--- config.mk ---
export PLATFORM = sky130hd
export DESIGN_NAME = pwm_regbank
export DESIGN_NICKNAME = d
export VERILOG_FILES = /design/src/rtl/pwm_regbank_pkg.sv /design/src/rtl/pwm_regbank_ptr.sv /design/src/rtl/pwm_regbank_chan.sv /design/src/rtl/pwm_regbank_ctrl.sv /design/src/rtl/pwm_regbank.sv
export SDC_FILE = /design/constraint.sdc
export NUM_CORES = 2
export LEC_CHECK = 0
export BUFFER_PORTS_ARGS = -buffer_cell sky130_fd_sc_hd__buf_2
export CAP_MARGIN = 10
export CORE_ASPECT_RATIO = 0.6
export CORE_MARGIN = 2
export CORE_UTILIZATION = 50
export CTS_CLUSTER_SIZE = 8
export DETAILED_ROUTE_END_ITERATION = 10
export HOLD_SLACK_MARGIN = 0.06
export PLACE_DENSITY = 0.69
export SYNTH_ARGS = -nofsm -noshare
export SYNTH_HDL_FRONTEND = slang
export SYNTH_SLANG_ARGS = --single-unit
export TNS_END_PERCENT = 1
--- constraint.sdc ---
create_clock -name clk -period 29.9 [get_ports clk]
set_clock_uncertainty 0.15 [all_clocks]
set_input_delay 4.485 -clock clk [delete_from_list [all_inputs] [get_ports clk]]
set_output_delay 4.485 -clock clk [all_outputs]
set_load 0.03 [all_outputs]
--- src/rtl/pwm_regbank_pkg.sv ---
package pwm_regbank_pkg;
  localparam int TICK_W = 13;

  typedef enum logic [1:0] {
    LANE_ON_LO  = 2'd0,
    LANE_ON_HI  = 2'd1,
    LANE_OFF_LO = 2'd2,
    LANE_OFF_HI = 2'd3
  } lane_e;

  typedef struct packed {
    logic [TICK_W-1:0] on;
    logic [TICK_W-1:0] off;
  } ticks_t;

  localparam int M1_SLEEP = 0;
  localparam int M1_AINC  = 1;
  localparam int M1_EXTCK = 2;
  localparam int M2_INV   = 0;
  localparam int M2_DRV   = 1;
  localparam int M2_OCH   = 2;
  localparam logic [2:0] MODE1_RST = 3'b001;
  localparam logic [2:0] MODE2_RST = 3'b010;

  function automatic ticks_t put_lane(ticks_t t, lane_e l, logic [7:0] d);
    ticks_t r = t;
    case (l)
      LANE_ON_LO:  r.on[7:0]          = d;
      LANE_ON_HI:  r.on[TICK_W-1:8]   = d[TICK_W-9:0];
      LANE_OFF_LO: r.off[7:0]         = d;
      default:     r.off[TICK_W-1:8]  = d[TICK_W-9:0];
    endcase
    return r;
  endfunction

  function automatic logic [7:0] get_lane(ticks_t t, lane_e l);
    logic [7:0] r;
    case (l)
      LANE_ON_LO:  r = t.on[7:0];
      LANE_ON_HI:  r = 8'(t.on[TICK_W-1:8]);
      LANE_OFF_LO: r = t.off[7:0];
      default:     r = 8'(t.off[TICK_W-1:8]);
    endcase
    return r;
  endfunction
endpackage

--- src/rtl/pwm_regbank_ptr.sv ---
module pwm_regbank_ptr #(
  parameter int LAST  = 70,
  parameter int PTR_W = 7
) (
  input  logic             clk,
  input  logic             rst_n,
  input  logic             start_i,
  input  logic             wr_byte_i,
  input  logic             rd_req_i,
  input  logic [7:0]       data_i,
  input  logic             ainc_i,
  output logic [PTR_W-1:0] ptr_o,
  output logic             data_wr_o
);
  logic             expect_q, expect_d;
  logic [PTR_W-1:0] ptr_q, ptr_d, ptr_inc, ptr_load;

  assign ptr_inc   = (int'(ptr_q) == LAST) ? '0 : ptr_q + 1'b1;
  assign ptr_load  = (int'(data_i) > LAST) ? '0 : PTR_W'(data_i);
  assign data_wr_o = wr_byte_i & ~expect_q & ~start_i;
  assign ptr_o     = ptr_q;

  always_comb begin
    expect_d = expect_q;
    ptr_d    = ptr_q;
    if (start_i) begin
      expect_d = 1'b1;
    end else if (wr_byte_i && expect_q) begin
      ptr_d    = ptr_load;
      expect_d = 1'b0;
    end else if ((wr_byte_i || rd_req_i) && ainc_i) begin
      ptr_d = ptr_inc;
    end
  end

  always_ff @(posedge clk or negedge rst_n) begin
    if (!rst_n) begin
      expect_q <= 1'b1;
      ptr_q    <= '0;
    end else begin
      expect_q <= expect_d;
      ptr_q    <= ptr_d;
    end
  end

  assert_ptr_range_R2: assert property (@(posedge clk) disable iff (!rst_n)
    int'(ptr_q) <= LAST);
  assert_ptr_hold_R2: assert property (@(posedge clk) disable iff (!rst_n)
    (data_wr_o || (rd_req_i && !wr_byte_i)) && !ainc_i && !start_i |=> $stable(ptr_q));
endmodule

--- src/rtl/pwm_regbank_chan.sv ---
module pwm_regbank_chan
  import pwm_regbank_pkg::*;
(
  input  logic       clk,
  input  logic       rst_n,
  input  logic       wr_i,
  input  lane_e      lane_i,
  input  logic [7:0] data_i,
  input  logic       och_i,
  input  logic       stop_i,
  output ticks_t     act_o
);
  ticks_t sh_q, sh_d, act_q, act_d;

  always_comb begin
    sh_d  = sh_q;
    act_d = act_q;
    if (wr_i) sh_d = put_lane(sh_q, lane_i, data_i);
    if (stop_i)            act_d = sh_q;
    else if (wr_i && och_i) act_d = sh_d;
  end

  always_ff @(posedge clk or negedge rst_n) begin
    if (!rst_n) begin
      sh_q  <= '0;
      act_q <= '0;
    end else begin
      sh_q  <= sh_d;
      act_q <= act_d;
    end
  end

  assign act_o = act_q;

  assert_staged_hold_R8: assert property (@(posedge clk) disable iff (!rst_n)
    !och_i && !stop_i |=> $stable(act_q));
  assert_byte_follow_R9: assert property (@(posedge clk) disable iff (!rst_n)
    wr_i && och_i && !stop_i |=> act_q == sh_q);
endmodule

--- src/rtl/pwm_regbank_ctrl.sv ---
module pwm_regbank_ctrl
  import pwm_regbank_pkg::*;
#(
  parameter int PRE_RST = 30,
  parameter int PRE_MIN = 3
) (
  input  logic       clk,
  input  logic       rst_n,
  input  logic       wr_m1_i,
  input  logic       wr_m2_i,
  input  logic       wr_pre_i,
  input  logic [7:0] data_i,
  output logic [2:0] mode1_o,
  output logic [2:0] mode2_o,
  output logic [7:0] pre_o
);
  logic [2:0] m1_q, m1_d, m2_q, m2_d;
  logic [7:0] pre_q, pre_d;

  always_comb begin
    m1_d  = m1_q;
    m2_d  = m2_q;
    pre_d = pre_q;
    if (wr_m1_i) m1_d = data_i[2:0];
    if (wr_m2_i) m2_d = data_i[2:0];
    if (wr_pre_i && m1_q[M1_SLEEP])
      pre_d = (int'(data_i) < PRE_MIN) ? 8'(PRE_MIN) : data_i;
  end

  always_ff @(posedge clk or negedge rst_n) begin
    if (!rst_n) begin
      m1_q  <= MODE1_RST;
      m2_q  <= MODE2_RST;
      pre_q <= 8'(PRE_RST);
    end else begin
      m1_q  <= m1_d;
      m2_q  <= m2_d;
      pre_q <= pre_d;
    end
  end

  assign mode1_o = m1_q;
  assign mode2_o = m2_q;
  assign pre_o   = pre_q;

  assert_pre_locked_R6: assert property (@(posedge clk) disable iff (!rst_n)
    !m1_q[M1_SLEEP] |=> $stable(pre_q));
  assert_pre_floor_R7: assert property (@(posedge clk) disable iff (!rst_n)
    wr_pre_i && m1_q[M1_SLEEP] |=> int'(pre_q) >= PRE_MIN);
endmodule

--- src/rtl/pwm_regbank.sv ---
module pwm_regbank
  import pwm_regbank_pkg::*;
#(
  parameter int NCH     = 16,
  parameter int PRE_RST = 30,
  parameter int PRE_MIN = 3
) (
  input  logic                  clk,
  input  logic                  rst_n,
  input  logic                  start_i,
  input  logic                  stop_i,
  input  logic                  wr_byte_i,
  input  logic [7:0]            wr_data_i,
  input  logic                  rd_req_i,
  output logic [7:0]            rd_data_o,
  output logic [TICK_W*NCH-1:0] chan_on_o,
  output logic [TICK_W*NCH-1:0] chan_off_o,
  output logic [7:0]            prescale_o,
  output logic                  sleep_o,
  output logic                  extclk_o,
  output logic                  invert_o,
  output logic                  outdrv_o
);
  localparam int CH_BASE  = 2;
  localparam int ALL_BASE = CH_BASE + 4 * NCH;
  localparam int PRE_ADDR = ALL_BASE + 4;
  localparam int LAST     = PRE_ADDR;
  localparam int PTR_W    = $clog2(LAST + 1);
  localparam int CH_W     = (NCH > 1) ? $clog2(NCH) : 1;

  logic [1:0]       rst_pipe;
  logic             rst_core_n;
  logic [PTR_W-1:0] ptr;
  logic             data_wr;
  logic [2:0]       mode1, mode2;
  logic             in_chan, in_all;
  int               rel;
  logic [CH_W-1:0]  ch_sel;
  lane_e            lane;
  logic [7:0]       rd_val, rd_q, rd_d;
  ticks_t           act_w [NCH];

  always_ff @(posedge clk or negedge rst_n) begin
    if (!rst_n) rst_pipe <= '0;
    else        rst_pipe <= {rst_pipe[0], 1'b1};
  end
  assign rst_core_n = rst_pipe[1];

  pwm_regbank_ptr #(.LAST(LAST), .PTR_W(PTR_W)) u_ptr (
    .clk(clk), .rst_n(rst_core_n), .start_i(start_i), .wr_byte_i(wr_byte_i),
    .rd_req_i(rd_req_i), .data_i(wr_data_i), .ainc_i(mode1[M1_AINC]),
    .ptr_o(ptr), .data_wr_o(data_wr));

  pwm_regbank_ctrl #(.PRE_RST(PRE_RST), .PRE_MIN(PRE_MIN)) u_ctrl (
    .clk(clk), .rst_n(rst_core_n),
    .wr_m1_i(data_wr && int'(ptr) == 0),
    .wr_m2_i(data_wr && int'(ptr) == 1),
    .wr_pre_i(data_wr && int'(ptr) == PRE_ADDR),
    .data_i(wr_data_i), .mode1_o(mode1), .mode2_o(mode2), .pre_o(prescale_o));

  always_comb begin
    rel     = int'(ptr) - CH_BASE;
    in_chan = (int'(ptr) >= CH_BASE) && (int'(ptr) < ALL_BASE);
    in_all  = (int'(ptr) >= ALL_BASE) && (int'(ptr) < PRE_ADDR);
    ch_sel  = in_chan ? CH_W'(rel >> 2) : '0;
    lane    = in_all ? lane_e'(2'(int'(ptr) - ALL_BASE)) : lane_e'(2'(rel));
  end

  for (genvar i = 0; i < NCH; i++) begin : g_chan
    pwm_regbank_chan u_chan (
      .clk(clk), .rst_n(rst_core_n),
      .wr_i(data_wr && (in_all || (in_chan && ch_sel == CH_W'(i)))),
      .lane_i(lane), .data_i(wr_data_i), .och_i(mode2[M2_OCH]),
      .stop_i(stop_i), .act_o(act_w[i]));
    assign chan_on_o[TICK_W*i +: TICK_W]  = act_w[i].on;
    assign chan_off_o[TICK_W*i +: TICK_W] = act_w[i].off;
  end

  always_comb begin
    if (int'(ptr) == 0)      rd_val = {5'b0, mode1};
    else if (int'(ptr) == 1) rd_val = {5'b0, mode2};
    else if (in_chan)        rd_val = get_lane(act_w[ch_sel], lane);
    else if (in_all)         rd_val = '0;
    else                     rd_val = prescale_o;
    rd_d = rd_req_i ? rd_val : rd_q;
  end

  always_ff @(posedge clk or negedge rst_core_n) begin
    if (!rst_core_n) rd_q <= '0;
    else             rd_q <= rd_d;
  end

  assign rd_data_o = rd_q;
  assign sleep_o   = mode1[M1_SLEEP];
  assign extclk_o  = mode1[M1_EXTCK];
  assign invert_o  = mode2[M2_INV];
  assign outdrv_o  = mode2[M2_DRV];

  assert_group_reads_zero_R10: assert property (@(posedge clk) disable iff (!rst_core_n)
    rd_req_i && in_all |=> rd_data_o == 8'h00);
  assert_read_hold_R10: assert property (@(posedge clk) disable iff (!rst_core_n)
    !rd_req_i |=> $stable(rd_data_o));
endmodule

* Word-level counts from Yosys, hierarchy flattened
Cells that the tools add are included.
W data, S select, Z words.
** Operators by class
- Magnitude comparators :: 7
- Equal/unequal tests :: 19
- Muxes and demuxes :: 129
- Add/sub/neg operators :: 3
- Bitwise operators :: 5
- Reduce and logical (&&, ||, !) cells :: 96
** Operators with widths (number)
- $mux W26 :: 50
- $mux W8 :: 37
- $mux W5 :: 32
- $bmux W26 S4 :: 1
- $logic_and A1 B1 Y1 :: 56
- $reduce_bool A2 Y1 :: 18
- $eq A4 B4 Y1 const B :: 8
- $mux W7 :: 4
- $pmux W8 S3 :: 1
- $logic_or A1 B1 Y1 :: 17
- $eq A4 B3 Y1 const B :: 4
- $lt A7 B7 Y1 const B :: 2
- $eq A4 B2 Y1 const B :: 2
- $gt A8 B7 Y1 const B :: 1
- $lt A8 B2 Y1 const B :: 1
- $add A7 B1 Y7 const B :: 1
- $eq A7 B2 Y1 const B :: 1
- $eq A7 B7 Y1 const B :: 1
- $ge A7 B2 Y1 const B :: 1
- $ge A7 B7 Y1 const B :: 1
- $logic_not A7 Y1 :: 1
- $sub A6 B2 Y6 const B :: 1
- $ge A5 B5 Y1 const B :: 1
- $not A4 Y5 :: 1
- 13 further kinds :: 16
** Storage, ports and cells
- Logic and storage cells :: 330
- Input bits :: 14
- Register bits after elaboration :: 864
- Output and inout bits :: 436

* Depth between registers and ports, before layout
- Depth after elaboration :: 11
- Depth in mapped cells :: 13
- Depth with buffers taken out :: 10

* By module
From an unflattened synthesis, not the netlist that was laid out.
** Unflattened totals
- Cell total of the unflattened synthesis :: 3537
- Area total of the unflattened synthesis :: 41898.9 um^2
** By module, submodules not included
- pwm_regbank_chan :: times used 16, area each 2252.2 um^2, cells each 172, seq. area each 1301.2 um^2
- pwm_regbank :: times used 1, area each 4744.6 um^2, cells each 692, seq. area each 250.2 um^2
- pwm_regbank_ctrl :: times used 1, area each 568.0 um^2, cells each 36, seq. area each 357.8 um^2
- pwm_regbank_ptr :: times used 1, area each 551.8 um^2, cells each 57, seq. area each 201.4 um^2

* Worst setup path after synthesis
OpenSTA, ideal clock, no wires.
- Path type :: input-to-reg
- From :: input wr_byte_i
- To :: register g_chan[14].u_chan.act_q, in the netlist g_chan[14].u_chan.act_o[13]
- Path buffers :: 2
- Required time :: 29.624 ns
- Setup time :: 0.126 ns
- Stages :: 8
- Path slack :: 23.362 ns
- Data arrival time :: 6.262 ns
- Path through :: inv_1 or3_1 buf_4 buf_2 nor2_2 nand2_2 mux2_1 a221o_1
** RTL lines
- start: declaration :: line pwm_regbank.sv:12 : input logic wr_byte_i,
- end signal: assignment :: line pwm_regbank_chan.sv:29 : act_q <= act_d;
- end: declaration :: line pwm_regbank_chan.sv:13 : ticks_t sh_q, sh_d, act_q, act_d;

* Worst setup path in the final report
- From :: input wr_byte_i
- To :: register g_chan[12].u_chan.act_q, in the netlist g_chan[12].u_chan.act_o[19]
** On the way
- Word-level cells in the longest chain between the ends :: 6
- Elaborated cells on any way between the ends :: 8
- Those cells by class :: mux (3); bitwise (2); reduce/logical (3)
** Ends and longest elaborated chain
- $and A1 B1 Y1 (*) (2 in series) :: line pwm_regbank_ptr.sv:20 : assign data_wr_o = wr_byte_i & ~expect_q & ~start_i;
- $logic_and A1 B1 Y1 (*) :: line pwm_regbank.sv:72 : .wr_i(data_wr && (in_all || (in_chan && ch_sel == CH_W'(i)))),
- $mux W26 :: line pwm_regbank_chan.sv:18 : if (wr_i) sh_d = put_lane(sh_q, lane_i, data_i);
- $mux W26 :: line pwm_regbank_chan.sv:20 : else if (wr_i && och_i) act_d = sh_d;
- $mux W26 :: line pwm_regbank_chan.sv:19 : if (stop_i) act_d = sh_q;
- end signal: assignment :: line pwm_regbank_chan.sv:29
- end: declaration :: line pwm_regbank_chan.sv:13
Mark *: on every way between the ends. The rest lies on a longest branch, timed or not. The select of a mux whose other input is x is not followed.
A chain may end at the register's enable or synchronous reset.

==> out/qor.txt <==
Outcome = finished, final reports clean
Num CTS Buffers = 117
Initial antenna violation count = 11
P&R area growth vs syn = 15.7%
Period utilisation layout = 0.237
Net Sw Power = 2.14 mW
Worst hold path class = reg2reg
Max IR drop VDD = 0.000118 V
Die area = 80300 um2
Total GRT Usage = 0.361
Area after DPL = 41900 um2
Final hold violations = 0
Worst skew pair latency = 720 ps
Die Y = 220 um
Post-DP HPWL = 97000 um
Layout cell share with drive strength beyond 1 = 0.314
RR Startpoint = u_ptr.ptr_o[1]
Pwr per Cell Area = 108 nW/um2
Synth cell types = 70
Slowest stage cell on the critical path = nor2_2
# setup viols final = 0
Placed cell count = 4594
Clock network fraction of design power = 0.247
Sw frac = 0.441
ANT nets after route = 0
TritonCTS Sinks = 864
CP peak stage delay = 1180 ps
P_int = 2.71 mW
Comb pwr share = 0.414
Clk buf depth = 3
Syn avg cell area = 11.7 um2
Seq. cell area = 21600 um2
Number of synthesized flops with an enable pin = 0
FF-to-FF setup slack = 24460 ps
Resize count post-CTS = 0
P_leak = 23.1 nW
IO Count = 450
RSZ-0062 raised after global routing = no
Clock Pin Slew Worst Setup and Hold Paths = 50 ps
CP Launch Type = input pin
Critical path, cell by cell = buf_2 > inv_1 > or3_1 > buf_4 > nor2_4 > nand2_1 > nor2_2 > a221o_1
Seq/Total Area, Yosys = 0.555
Final Slew Violations = 0
CTS tree = yes
Syn. warnings = 0
Initial Util = 0.504
Gate Count Post-Synth = 3324
Routed vias = 31700
Arr. time, crit path = 7580 ps
RR Endpoint = rd_data_o[6]
Worst Tran Pin Value = 1260 ps
R2R depth = 12
Critical Path RT = 30390 ps
# hold bufs at CTS = 0
Rows = 79
Final wirelength = 146000 um
Fillcell total = 6398
Fmax = 141 MHz
Routed WL per cell = 30.8 um
Via density per instance = 6.68
TNS Setup = 0 ps
Root Driver = clkbuf_16
DRT iter0 DRCs = 4333
Relative slew slack = 0.158
Port Buf Inserts = 449
Placer Congestion = 0.990
Area occupied by multi-input gates = 16200 um2
Synth Flop Type = dfrtp_1
TritonRoute pass-1 iters = 8
Pin count of the biggest net entering global routing = 167
Post-CTS setup buffer count = 0
Total grt overflow = 0
Period minus WS final = 7090 ps
Non-filler instance count after layout = 4749
Setup CP Type = in2reg
Post-synth ARST share = 1.00
Post-route cell area = 45100 um2
Die Wd = 365 um
Core area = 77400 um2
Sequential Power Share = 0.339
Vias in the first global route = 29900
Max-cap violations = 0
H-tree Lvls = 3
Final Power = 4.85 mW
Residual DRC = 0
Global-route wire length before repair = 211000 um
Synthesis-stage register bit count = 864
Crit path from = wr_byte_i
Synthesized cell area = 39000 um2
Mapped Nets = 3348
Crit-path max FO = 27
CP endpoint = g_chan[12].u_chan.act_o[19]
CP endpoint kind = flop
Final net count = 3687
-- stage by stage --
stage | util | hold WS [ps] | setup slack (ps)
after floorplan | - | 181 | 3900
after global placement | 0.542 | 183 | 22220
after detailed placement | 0.542 | 190 | 22080
after CTS | 0.582 | 201 | 22830
after global routing | 0.583 | 214 | 22620
final | 0.583 | 201 | 22810
-- logic make-up after synthesis --
family                     Yosys count  share of synthesized area
AOI/OAI and AO/OA                  951                      0.178
xor gates and xnor gates             5                    0.00112
adders and majority gates           10                    0.00321
buffers and inverters              298                     0.0317
DFF                                864                      0.555
muxes                              480                      0.137
other                                1                  0.0000961
and+or+nand+nor                    715                     0.0946
-- worst min-delay path by stage --
stage | from | endpoint | slack, ps | depth (start not counted)
floorplan | rst_pipe[0] | rst_pipe[1] | 180 | 0
global placement | rst_pipe[0] | rst_pipe[1] | 180 | 0
detailed placement | rst_pipe[0] | rst_pipe[1] | 190 | 0
CTS | rst_pipe[0] | rst_pipe[1] | 200 | 0
global route | rst_pipe[0] | rst_pipe[1] | 210 | 0
finish | rst_pipe[0] | rst_pipe[1] | 200 | 0
-- final cells by class --
| type | count | share of cell area |
|---|---|---|
| sequential | 864 | 0.480 |
| multi-input combinational | 2162 | 0.359 |
| clock buffer | 145 | 0.0686 |
| timing repair buffer | 505 | 0.0610 |
| tap | 1053 | 0.0292 |
| inverter | 13 | 0.00125 |
| clock inverter | 4 | 0.000943 |
| antenna | 3 | 0.000166 |
-- metal layers --
metal	track usage	wire length, um	share of wire	vias to the layer above
met5	0	34	0.00023	-
met1	0.528	61900	0.42	16200
met3	0.122	17700	0.12	316
met2	0.494	60700	0.41	1857
li1	-	-	-	13300
met4	0.142	6160	0.042	6
-- cells in the final DEF (no fill, tap or decap), types with 58 or more instances in the layout --
master     Yosys  final
mux2_2       415    415
o21ai_1       60     60
clkbuf_16      0    120
and3_1       188    188
buf_2         46    443
o31ai_1       58     58
o22ai_1      253    253
nand2_1      251    250
nor2_1        78     75
dfrtp_1      857    856
o21ai_0      130    130
a2bb2oi_1     67     67
a221o_1      187    187
-- synth_stat cells (13+ instances only) --
master / number / area, um2
mux2i_1: 53 / 531
inv_1: 13 / 48.8
o22ai_1: 253 / 1580
a21oi_1: 51 / 255
a22oi_1: 25 / 188
o221ai_1: 15 / 131
nor2_1: 78 / 293
nor2b_1: 52 / 325
nand3_1: 27 / 135
a31o_2: 26 / 228
mux2_2: 415 / 4670
nor3_1: 14 / 70.1
nand2_2: 20 / 125
o21ai_0: 130 / 651
nand2_1: 251 / 942
o31ai_1: 58 / 435
dfrtp_1: 857 / 21400
a21oi_2: 15 / 131
a221o_1: 187 / 1870
clkbuf_1: 212 / 796
buf_1: 14 / 52.6
a2bb2oi_1: 67 / 587
and3_1: 188 / 1180
nand4_1: 25 / 156
o21ai_1: 60 / 300
buf_2: 46 / 230
nor2_2: 13 / 81.3
-- power groups by stage --
stage | clock network, mW | logic (mW) | registers (mW)
2_1_floorplan | 0 | 0.923 | 1.82
3_3_place_gp | 0 | 1.92 | 1.64
3_5_place_dp | 0 | 1.93 | 1.65
4_1_cts | 1.21 | 1.94 | 1.63
5_1_grt | 1.26 | 2.07 | 1.66
6_report | 1.20 | 2.01 | 1.64
-- registers in the layout (all words and copies together), names as in the netlist --
signal,count
g_chan.u_chan.act_o,416
g_chan.u_chan.sh_q,416
rd_data_o,8
u_ctrl.pre_o,8
u_ptr.ptr_o,7
u_ctrl.mode1_o,3
u_ctrl.mode2_o,3
rst_pipe,2
u_ptr.expect_q,1
-- worst max-delay path: cells and delay by family --
kind            cells  cell delay [ps]
buf+inv             3              500
simple gates        4             2270
compound gates      1              290
No activity file was read; power rests on OpenSTA's default activity.
